<file path="src/rtl/hd_pkg.sv">
package hd_pkg;
   localparam int CELL_IN = 6;

   typedef enum logic {
      MODE_THRESH = 1'b0,
      MODE_VECTOR = 1'b1
   } hd_mode_e;

   function automatic int group_count(input int width);
      return (width + CELL_IN - 1) / CELL_IN;
   endfunction

   function automatic int tree_levels(input int leaves);
      int l;
      l = 0;
      while ((1 << l) < leaves) l++;
      return l;
   endfunction
endpackage

</file>
<file path="src/rtl/hd_count6.sv">
module hd_count6 (
   input  logic [5:0] bits_i,
   output logic [2:0] ones_o
);
   // Flat 6-in/3-out function: maps onto one lookup level, no ripple.
   always_comb begin
      ones_o = 3'd0;
      for (int i = 0; i < 6; i++) ones_o = ones_o + {2'b00, bits_i[i]};
   end
endmodule

</file>
<file path="src/rtl/hd_pop_tree.sv">
module hd_pop_tree #(
   parameter int WIDTH    = 64,
   parameter bit PIPELINE = 1'b1,
   localparam int CW      = $clog2(WIDTH + 1)
) (
   input  logic             clk,
   input  logic [WIDTH-1:0] vec_i,
   output logic [CW-1:0]    count_o
);
   localparam int G    = hd_pkg::group_count(WIDTH);
   localparam int PADW = G * hd_pkg::CELL_IN;
   localparam int ADD  = hd_pkg::tree_levels(G);
   localparam int P    = 1 << ADD;

   logic [PADW-1:0]           padded;
   logic [2:0]                cell_ones [G];
   logic [2*P-1:1][CW-1:0]    node_d;
   logic [2*P-1:1][CW-1:0]    node_q;

   assign padded = PADW'(vec_i);

   // Heap layout: node n sums children 2n and 2n+1; leaves sit at P..2P-1.
   for (genvar n = 1; n < 2 * P; n++) begin : g_node
      if (n >= P) begin : g_leaf
         if (n - P < G) begin : g_cell
            hd_count6 u_cell (
               .bits_i (padded[(n-P)*hd_pkg::CELL_IN +: hd_pkg::CELL_IN]),
               .ones_o (cell_ones[n-P])
            );
            assign node_d[n] = CW'(cell_ones[n-P]);
         end else begin : g_empty
            assign node_d[n] = '0;
         end
      end else begin : g_add
         assign node_d[n] = node_q[2*n] + node_q[2*n+1];
      end
   end

   if (PIPELINE) begin : g_reg
      always_ff @(posedge clk) node_q <= node_d;
   end else begin : g_comb
      assign node_q = node_d;
   end

   assign count_o = node_q[1];
endmodule

</file>
<file path="src/rtl/hd_delay.sv">
module hd_delay #(
   parameter int DEPTH = 1,
   parameter int W     = 1
) (
   input  logic         clk,
   input  logic         rst,
   input  logic [W-1:0] d_i,
   output logic [W-1:0] d_o
);
   if (DEPTH == 0) begin : g_wire
      assign d_o = d_i;
   end else begin : g_shift
      logic [DEPTH-1:0][W-1:0] stage_q;
      always_ff @(posedge clk) begin
         if (rst) stage_q <= '0;
         else begin
            stage_q[0] <= d_i;
            for (int i = 1; i < DEPTH; i++) stage_q[i] <= stage_q[i-1];
         end
      end
      assign d_o = stage_q[DEPTH-1];
   end
endmodule

</file>
<file path="src/rtl/hd_threshold_filter.sv">
module hd_threshold_filter #(
   parameter int WIDTH    = 64,
   parameter bit PIPELINE = 1'b1,
   localparam int CW      = $clog2(WIDTH + 1)
) (
   input  logic             clk,
   input  logic             rst,
   input  logic             in_valid,
   input  logic [WIDTH-1:0] vec_a,
   input  logic [WIDTH-1:0] vec_b,
   input  logic [WIDTH-1:0] vec_ref,
   input  logic             mode,
   input  logic [CW-1:0]    threshold,
   output logic             out_valid,
   output logic [CW-1:0]    out_count,
   output logic             out_match
);
   localparam int G       = hd_pkg::group_count(WIDTH);
   localparam int ADD     = hd_pkg::tree_levels(G);
   localparam int TREE_L  = PIPELINE ? ADD + 1 : 0;
   localparam int LATENCY = TREE_L + 2;
   localparam int IW      = $clog2(LATENCY + 2);

   if (WIDTH < hd_pkg::CELL_IN) begin : g_bad_width
      $error("hd_threshold_filter: WIDTH must be at least 6");
   end

   // Capture stage
   logic             v0_q;
   logic [WIDTH-1:0] diff0_q, ref0_q;
   logic             mode0_q;
   logic [CW-1:0]    thr0_q;

   always_ff @(posedge clk) begin
      if (rst) v0_q <= 1'b0;
      else     v0_q <= in_valid;
      diff0_q <= vec_a ^ vec_b;
      ref0_q  <= vec_ref;
      mode0_q <= mode;
      thr0_q  <= threshold;
   end

   // Counting trees and matched-latency side paths
   logic [CW-1:0] dist_c, refc_c;
   logic          v_t;
   logic [CW:0]   side_t;

   hd_pop_tree #(.WIDTH(WIDTH), .PIPELINE(PIPELINE)) u_dist (
      .clk (clk), .vec_i (diff0_q), .count_o (dist_c));
   hd_pop_tree #(.WIDTH(WIDTH), .PIPELINE(PIPELINE)) u_ref (
      .clk (clk), .vec_i (ref0_q), .count_o (refc_c));

   hd_delay #(.DEPTH(TREE_L), .W(1)) u_vdly (
      .clk (clk), .rst (rst), .d_i (v0_q), .d_o (v_t));
   hd_delay #(.DEPTH(TREE_L), .W(CW + 1)) u_sdly (
      .clk (clk), .rst (rst), .d_i ({mode0_q, thr0_q}), .d_o (side_t));

   // Judge stage
   logic [CW-1:0] limit_c;
   assign limit_c = (hd_pkg::hd_mode_e'(side_t[CW]) == hd_pkg::MODE_VECTOR)
                    ? refc_c : side_t[CW-1:0];

   always_ff @(posedge clk) begin
      if (rst) out_valid <= 1'b0;
      else     out_valid <= v_t;
      out_count <= dist_c;
      out_match <= (dist_c <= limit_c);
   end

   // Checks
   logic [IW-1:0] inflight_q;
   always_ff @(posedge clk) begin
      if (rst) inflight_q <= '0;
      else     inflight_q <= inflight_q + IW'(in_valid) - IW'(out_valid);
   end

   AST_COUNT_RANGE: assert property (@(posedge clk) disable iff (rst)
      out_valid |-> (out_count <= CW'(WIDTH)));
   AST_ZERO_MATCHES: assert property (@(posedge clk) disable iff (rst)
      (out_valid && out_count == '0) |-> out_match);
   AST_RESET_CLEARS: assert property (@(posedge clk)
      rst |=> !out_valid);
   AST_RESULT_HAS_SOURCE: assert property (@(posedge clk) disable iff (rst)
      out_valid |-> (inflight_q != '0));
   AST_INFLIGHT_BOUND: assert property (@(posedge clk) disable iff (rst)
      inflight_q <= IW'(LATENCY));
endmodule

</file>
<file path="config.mk">
export PLATFORM = sky130hd
export DESIGN_NAME = hd_threshold_filter
export DESIGN_NICKNAME = d
export VERILOG_FILES = /design/src/rtl/hd_pkg.sv /design/src/rtl/hd_count6.sv /design/src/rtl/hd_pop_tree.sv /design/src/rtl/hd_delay.sv /design/src/rtl/hd_threshold_filter.sv
export SDC_FILE = /design/constraint.sdc
export NUM_CORES = 1
export LEC_CHECK = 0
export BUFFER_PORTS_ARGS = -buffer_cell sky130_fd_sc_hd__buf_2
export CORE_AREA = 2 2 177 144
export CTS_CLUSTER_DIAMETER = 80
export DETAILED_ROUTE_END_ITERATION = 10
export DIE_AREA = 0 0 179 146
export PLACE_DENSITY = 0.83
export SLEW_MARGIN = 15
export SYNTH_ARGS = -nofsm -noshare
export SYNTH_HDL_FRONTEND = slang
export SYNTH_HIERARCHICAL = 1
export SYNTH_SLANG_ARGS = --single-unit
</file>
<file path="constraint.sdc">
create_clock -name clk -period 2.22 [get_ports clk]
set_input_delay 0.111 -clock clk [delete_from_list [all_inputs] [get_ports clk]]
set_output_delay 0.111 -clock clk [all_outputs]
set_load 0.05 [all_outputs]
</file>
-- Word level (Yosys, flattened, before mapping)
Cells that the tools add are included.
- word-level logic and storage cells: 193
- output and inout bits: 9
- bits of input ports: 203
- register bits after elaboration: 417
- $add $sub $neg: 126
- multiplexer cells: 1
- bitwise logic cells: 1
- $lt $le $gt $ge: 1
- operator list (operator ; count):
    adder 3 x 1 -> 3 bit ; 62
    adder 2 x 1 -> 3 bit ; 22
    XOR 64 bit ; 1
    adder 7 bit ; 8
    adder 1 x 1 -> 2 bit ; 22
    adder 3 x 3 -> 4 bit ; 10
    adder 7 x 3 -> 7 bit ; 2
    <= comparator 7 bit ; 1
    two-way mux 7 bit ; 1

-- Longest topological paths before layout
Gate-level depths: netlist (run 1).
- depth in word-level cells: 5
- depth in mapped cells: 7
- depth with buffers taken out: 7

-- Modules after synthesis
Netlist (run 1), hierarchy kept.
- modules (own cells, without submodules) (module ; cells an instance ; seq. area each (um^2) ; times used ; area each (um^2)):
    hd_pop_tree ; 238 ; 1781.7 ; 2 ; 3052.9
    hd_threshold_filter ; 238 ; 2922.8 ; 1 ; 3727.3
    hd_count6 ; 12 ; 0.0 ; 22 ; 102.6
    hd_delay (u_sdly) ; 92 ; 800.8 ; 1 ; 1216.2
    hd_delay (u_vdly) ; 10 ; 100.1 ; 1 ; 131.4

-- Worst setup path before layout (run 1)
No wires, ideal clock.
- path type: reg-to-reg
- start point: register diff0_q[0]
- end point: register u_dist/node_q[106] (netlist name)
- period minus slack after synthesis: 2.040 ns
- data arrival time: 1.909 ns
- buffers on the path: 0
- path slack: 0.180 ns
- stages on the path, launching flop included: 7
- required time: 2.089 ns
- setup time: 0.131 ns
- path through: dfxtp_1 -> inv_1 -> fa_1 -> fa_1 -> inv_1 -> ha_1 -> fa_1
- RTL lines (what ; RTL line ; text):
    from (decl) ; hd_threshold_filter.sv:30 ; logic [WIDTH-1:0] diff0_q, ref0_q;
    from (signal assigned) ; hd_threshold_filter.sv:37 ; diff0_q <= vec_a ^ vec_b;
    to (signal assigned) ; hd_pop_tree.sv:40 ; always_ff @(posedge clk) node_q <= node_d;
    to (decl) ; hd_pop_tree.sv:18 ; logic [2*P-1:1][CW-1:0] node_q;

==> impl_results.rst, run 1 <==
.. list-table::
   :header-rows: 1

   * - Metric
     - Value
   * - Clock sink count
     - 369
   * - Seq/Total Area, Yosys
     - 54.97%
   * - Wire length of the first global-routing pass
     - 43260 um
   * - Post CTS Setup Buffer Count
     - 0
   * - Overall power
     - 21.29 mW
   * - Mean post-synth cell area
     - 12.44 um2
   * - Worst supply voltage drop on vdd
     - 0.6298 mV
   * - Synth top area share
     - 54.97%
   * - Dominant combinational cell family by area after synthesis
     - adder cells
   * - Initial DRC count
     - 177
   * - Max-Slew Margin vs Limit
     - 60.60%
   * - WL final
     - 26600 um
   * - Synth area leader
     - dfxtp_1
   * - CP max stage cell
     - fa_1
   * - Number of instances in the placed design
     - 1585
   * - Number of cells on the worst hold path
     - 3
   * - Total number of nets in the final design
     - 1894
   * - Warnings from Yosys
     - 6
   * - Y dimension of the die
     - 146 um
   * - Number of max-cap violations
     - 0
   * - Worst reg2reg path endpoint
     - u_dist/node_q[127]
   * - Via count
     - 8186
   * - Vias in the first global route
     - 9500
   * - Effective utilization at floorplan
     - 55.56%
   * - Clock edge transition at the registers on the reported setup and hold paths
     - 0.07 ns
   * - Endpoint, Worst Hold
     - u_sdly/g_shift.stage_q[23]
   * - CTS Root Cell
     - clkbuf_16
   * - Standard-cell row count
     - 51
   * - DIE AREA
     - 26130 um2
   * - Clock insertion delay at the later pin of the skew report
     - 0.51 ns
   * - Number of iterations in the first detailed-routing pass
     - 4
   * - Start point of the worst hold path
     - rst
   * - Netlist area before placement
     - 13440 um2
   * - Maximum number of pins on one net before global-route repair
     - 48
   * - Worst setup slack for register-to-register paths
     - -0.04 ns
   * - Pwr Density
     - 1198 nW/um2
   * - Register-to-Register Path Depth
     - 6
   * - Number of standard cells after synthesis
     - 1080
   * - CP startpoint kind
     - register
   * - Count of cell types in the netlist
     - 32
   * - Fin. Hold Viols
     - 0
   * - TritonCTS buffer count
     - 34
   * - Cell area after placement
     - 14700 um2
   * - Synth async-reset ratio
     - 0%
   * - Share of synthesized area spent on multiplexers
     - 0.5587%
   * - Leakage power total
     - 8.812 nW
   * - Synthesized-area fraction occupied by ao, oa, aoi and oai cells
     - 3.771%
   * - Routed length per placed instance
     - 14.42 um
   * - Number of filler instances in the final layout
     - 1494
   * - DRC violations left
     - 0
   * - Result of the run
     - finished with violations
   * - Area of the placeable core
     - 24180 um2
   * - Worst Clk Skew
     - 0.02097 ns
   * - XOR/XNOR share of the synthesized area
     - 6.257%
   * - Worst hold-check path type
     - in2reg
   * - Share of synthesized cell area in full adder, half adder and majority cells
     - 22.22%
   * - Number of antenna violations at the first check in global routing
     - 0
   * - Most used DFF post-synth
     - dfxtp_1
   * - I/O pin count
     - 212
   * - Fin area
     - 17770 um2
   * - Dominant cell by count in the synthesized netlist
     - dfxtp_1
   * - Arrival time worst endpoint
     - 2.64 ns
   * - DP HPWL
     - 14390 um
   * - Area contributors post-synth
     - dfxtp_1 (55%), fa_1 (13%), ha_1 (9.4%)
   * - CP dominant cell by count
     - fa_1
   * - CTS max path bufs
     - 3
   * - Start of the worst register-to-register path
     - diff0_q[18]
   * - Post-synthesis share of cell area spent on and, or, nand and nor gates
     - 3.845%
   * - Unrepaired setup endpoints after global routing
     - true
   * - Critical path type
     - reg2reg
   * - Number of enable flip-flop cells after synthesis
     - 0
   * - Number of levels the H-tree was split into
     - 2
   * - Share of final-layout standard cells stronger than drive strength 1
     - 20.84%
   * - Via/cell ratio
     - 4.439
   * - Setup crit end kind
     - register
   * - Width of the chip
     - 179 um
   * - Worst-Margin Slew
     - 0.5910 ns
   * - #FFs+latches synth
     - 369
   * - Final cycle utilization of the critical path
     - 101.9%
   * - Congestion Overflow GR
     - 0
   * - Final Max Slew Viols
     - 0
   * - Minimum clock period
     - 2.263 ns
   * - Achievable Freq
     - 0.4420 GHz
   * - Failing checks
     - negative setup slack
   * - CTS tree
     - yes
   * - Required arrival time at the worst endpoint
     - 2.60 ns
   * - Antenna diode count
     - 0
   * - Number of setup violations in the final report
     - 2
   * - Number of I/O port buffers
     - 211
   * - Number of nets with antenna violations after detailed routing
     - 0
   * - Slack of the critical path
     - -0.04258 ns
   * - Tot GR Track Use
     - 21.05%
   * - Slowest cell delay on critical path
     - 0.59 ns
   * - Final std cells w/o fill
     - 1844
   * - Largest fanout on the critical path
     - 1
   * - Final weighted congestion in routability-driven placement
     - 0.7735
   * - Layout area overhead
     - 32.24%
   * - Top cell types by occurrence after synthesis
     - dfxtp_1 (369), inv_1 (243), ha_1 (101)
   * - Crit path cell chain
     - inv_1, fa_1, fa_1, inv_1, ha_2, fa_1
[critical path: cells and delay by family (launching register included)]
| kind | cells | cell delay [ns] |
|---|---|---|
| buffers and inverters | 2 | 0.17 |
| flip-flops | 1 | 0.31 |
| adder cells (fa/ha/maj) | 4 | 1.65 |
[worst max path at each step]
stage                                     to   startpoint  slack [ns]  cells after the start
final                     u_dist/node_q[127]  diff0_q[18]       -0.04                      6
after global routing      u_dist/node_q[134]  diff0_q[27]       -0.09                      6
after CTS                  u_ref/node_q[134]   ref0_q[24]        0.04                      6
after detailed placement   u_ref/node_q[134]   ref0_q[24]        0.06                      6
after global placement    u_dist/node_q[106]   diff0_q[0]        0.16                      6
after floorplan           u_dist/node_q[106]   diff0_q[0]        0.18                      6
[power by group]
part | switching [mW] | internal [mW] | leakage (nW)
registers | 0.751 | 8.55 | 3.10
clock network | 2.35 | 3.08 | 0.493
logic | 3.31 | 3.25 | 5.22
[cells in the final DEF, fill, tap and decap left out, types with 2 or more instances in the layout]
| cell type | count |
|---|---|
| a211oi_1 | 4 |
| a211oi_2 | 2 |
| a21boi_1 | 2 |
| a21o_1 | 30 |
| a21o_2 | 2 |
| a21oi_1 | 16 |
| a21oi_2 | 2 |
| buf_2 | 211 |
| clkbuf_1 | 14 |
| clkbuf_16 | 35 |
| clkbuf_8 | 5 |
| clkinvlp_4 | 2 |
| conb_1 | 4 |
| dfxtp_1 | 361 |
| dfxtp_2 | 8 |
| dlygate4sd3_1 | 201 |
| fa_1 | 84 |
| fa_2 | 2 |
| ha_1 | 94 |
| ha_2 | 7 |
| inv_1 | 235 |
| inv_2 | 8 |
| mux2i_1 | 6 |
| nand2b_1 | 6 |
| nor2_1 | 6 |
| nor2b_1 | 25 |
| nor2b_2 | 30 |
| nor3b_1 | 2 |
| o21a_1 | 2 |
| o21ai_0 | 11 |
| o21ai_1 | 4 |
| xnor2_1 | 28 |
| xor2_1 | 68 |
[final cells by class]
cell class / count / area, um2 / area share (%)
inverters: 243 / 912.1 / 5.133
clock buffers: 54 / 997.2 / 5.611
multi-input cells: 443 / 4962 / 27.92
clock inverters: 4 / 28.78 / 0.1619
well taps: 318 / 397.9 / 2.239
flip-flops and latches: 369 / 7397 / 41.62
repair buffers: 413 / 3075 / 17.31
[stage by stage]
stage           TNS, ns  util (%)  worst slack, ns  hold WS (ns)
2_1_floorplan         0         -           0.1802        0.1387
3_3_place_gp          0     60.78           0.1586        0.2127
3_5_place_dp          0     60.78          0.05842        0.2146
4_1_cts               0     73.35          0.04496        0.1903
5_1_grt         -0.1845     73.48         -0.08805        0.2238
6_report       -0.07569     73.48         -0.04258        0.2060
[cell families after synthesis]
group	Yosys count
adders and majority gates	187
other	2
and+or+nand+nor	73
DFF	369
buffers and inverters	270
muxes	7
AOI/OAI and AO/OA	76
xor gates and xnor gates	96
[flip-flops by register name (all words and copies together) (netlist names), 4 cells and up]
name and cells:
u_dist/node_q 82, u_ref/node_q 82, diff0_q 64, ref0_q 64, u_sdly/g_shift.stage_q 32, u_sdly/d_o 8, out_count 7, thr0_q 7
u_dist/count_o 7, u_ref/count_o 7, u_vdly/g_shift.stage_q 4
[repair_timing]
item,4_1_cts,5_1_grt
endpoints found under the hold margin,137,0
endpoints found under the setup margin,0,9
gates resized for setup,0,25
hold buffers,201,0
[metal layers]
| layer | track usage [%] | up-vias | wire length [um] |
|---|---|---|---|
| li1 | - | 4049 | - |
| met1 | 21.32 | 3882 | 9707 |
| met2 | 40.87 | 179 | 14770 |
| met3 | 4.154 | 76 | 1068 |
| met4 | 9.350 | 0 | 1054 |
| met5 | 0 | - | 0 |
Note: power is estimated with default switching activity, not from simulation.
==> run 2: changes to the inputs <==
--- a/config.mk
+++ b/config.mk
@@ -11,6 +11,7 @@
 export DETAILED_ROUTE_END_ITERATION = 10
 export DIE_AREA = 0 0 179 146
 export PLACE_DENSITY = 0.83
+export SKIP_CTS_REPAIR_TIMING = 1
 export SLEW_MARGIN = 15
 export SYNTH_ARGS = -nofsm -noshare
 export SYNTH_HDL_FRONTEND = slang
==> impl_results.rst, run 2 (synthesis gave the netlist of run 1 again) <==
.. list-table::
   :header-rows: 1

   * - Metric
     - Value
   * - Setup TNS Final
     - -0.03707 ns
   * - Max-Slew Margin vs Limit
     - 60.59%
   * - Start point of the worst hold path
     - rst
   * - DIE AREA
     - 26130 um2
   * - WL final
     - 26430 um
   * - Largest registers
     - u_dist/node_q (82), u_ref/node_q (82)
   * - Y dimension of the die
     - 146 um
   * - TritonCTS buffer count
     - 34
   * - I/O pin count
     - 212
   * - Number of filler instances in the final layout
     - 1495
   * - CTS max path bufs
     - 3
   * - DP HPWL
     - 14390 um
   * - Number of I/O port buffers
     - 211
   * - Worst supply voltage drop on vdd
     - 0.6538 mV
   * - Endpoint, Worst Hold
     - u_sdly/g_shift.stage_q[23]
   * - Commonest cells after routing, fill and taps aside
     - dfxtp_1 (369), inv_1 (243), buf_2 (211)
   * - Fin. Hold Viols
     - 0
   * - Worst hold slack
     - 0.2055 ns
   * - Number of setup violations in the final report
     - 2
   * - Via count
     - 8255
   * - Maximum number of pins on one net before global-route repair
     - 48
   * - Share of final-layout standard cells stronger than drive strength 1
     - 19.40%
   * - Via/cell ratio
     - 4.472
   * - Slowest cell delay on critical path
     - 0.50 ns
   * - Total number of nets in the final design
     - 1894
   * - Most common cell after layout, fill and taps aside
     - dfxtp_1
   * - Final Max Slew Viols
     - 0
   * - Routed length per placed instance
     - 14.32 um
   * - Layout area overhead
     - 32.10%
   * - Width of the chip
     - 179 um
   * - Area of the placeable core
     - 24180 um2
   * - Buf+Inv Stages, Crit Path
     - 2
   * - Critical path's top delay family
     - adder cells
   * - Worst hold-check path type
     - in2reg
   * - Standard-cell row count
     - 51
   * - Congestion Overflow GR
     - 0
   * - Minimum clock period
     - 2.254 ns
   * - Critical path type
     - reg2reg
   * - Number of max-cap violations
     - 0
   * - Initial DRC count
     - 201
   * - Clock edge transition at the registers on the reported setup and hold paths
     - 0.06 ns
   * - Start of the worst register-to-register path
     - diff0_q[48]
   * - Worst-Margin Slew
     - 0.5911 ns
   * - Achievable Freq
     - 0.4436 GHz
   * - Number of iterations in the first detailed-routing pass
     - 4
   * - Cell area after placement
     - 14700 um2
   * - Largest fanout on the critical path
     - 1
   * - Result of the run
     - finished with violations
   * - Required arrival time at the worst endpoint
     - 2.59 ns
   * - Pwr Density
     - 1197 nW/um2
   * - Final weighted congestion in routability-driven placement
     - 0.7735
   * - Timing startpoint of the critical path
     - diff0_q[48]
   * - Arrival time worst endpoint
     - 2.62 ns
   * - Failing checks
     - negative setup slack
   * - CTS tree
     - yes
   * - Clock sink count
     - 369
   * - Total area of multi-input combinational cells
     - 4947 um2
   * - Slack of the critical path
     - -0.03444 ns
   * - Tot GR Track Use
     - 15.39%
   * - Register-to-Register Path Depth
     - 6
   * - Clock insertion delay at the later pin of the skew report
     - 0.51 ns
   * - CTS Root Cell
     - clkbuf_16
   * - Worst reg2reg path endpoint
     - u_dist/node_q[162]
   * - Flip-flop and latch area
     - 7387 um2
   * - Effective utilization at floorplan
     - 55.56%
   * - Worst Clk Skew
     - 0.01713 ns
   * - CP dominant cell by count
     - fa_1
   * - Wire length of the first global-routing pass
     - 32710 um
   * - Fin area
     - 17750 um2
   * - Worst setup slack for register-to-register paths
     - -0.03 ns
   * - Number of nets with antenna violations after detailed routing
     - 0
   * - Number of levels the H-tree was split into
     - 2
   * - Setup crit end kind
     - register
   * - Vias in the first global route
     - 7645
   * - Crit path cell chain
     - inv_1, fa_1, fa_1, inv_1, ha_1, fa_1
   * - CP startpoint kind
     - register
   * - CP max stage cell
     - fa_1
   * - Final cycle utilization of the critical path
     - 101.6%
   * - DRC violations left
     - 0
   * - Number of antenna violations at the first check in global routing
     - 2
   * - Leakage power total
     - 8.829 nW
   * - Number of cells on the worst hold path
     - 3
-- run 2: worst max-delay path by stage --
stage / slack (ns) / endpoint / cells after the start
global placement: 0.16 / u_dist/node_q[106] / 6
detailed placement: 0.06 / u_ref/node_q[134] / 6
floorplan: 0.18 / u_dist/node_q[106] / 6
CTS: 0.04 / u_ref/node_q[134] / 6
finish: -0.03 / u_dist/node_q[162] / 6
global route: -0.07 / u_dist/node_q[134] / 6
-- run 2: layer usage --
| metal | GRT usage (%) | wire length, um |
|---|---|---|
| met1 | 17.61 | 9486 |
| met4 | 5.203 | 1076 |
| met3 | 3.762 | 1012 |
| met2 | 27.83 | 14860 |
| met5 | 0 | 0 |
-- run 2: tightest hold or removal path, delay by kind of cell --
family / cells / cell delay (ns)
and+or+nand+nor: 1 / 0.15
buffers and inverters: 2 / 0.39
-- run 2: area by class of cell --
class / instances / area share, %
inverters: 243 / 5.139
repair buffers: 413 / 17.33
well taps: 318 / 2.241
flip-flops and latches: 369 / 41.62
multi-input cells: 443 / 27.87
clock inverters: 4 / 0.1621
clock buffers: 54 / 5.618
diodes: 2 / 0.02819
-- run 2: through the flow --
step           instances  power (mW)  setup slack [ns]  util, %
3_5_place_dp        1585       15.44           0.05842    60.78
2_1_floorplan       1082       13.92            0.1802        -
6_report            1846       21.26          -0.03444    73.40
3_3_place_gp        1585       14.99            0.1586    60.78
5_1_grt             1846       22.84          -0.07425    73.40
4_1_cts             1643       20.92           0.04496    65.03
-- run 2: power by group --
group | switching, mW | internal, mW
Clock | 2.36 | 3.08
Sequential | 0.745 | 8.55
Combinational | 3.30 | 3.22
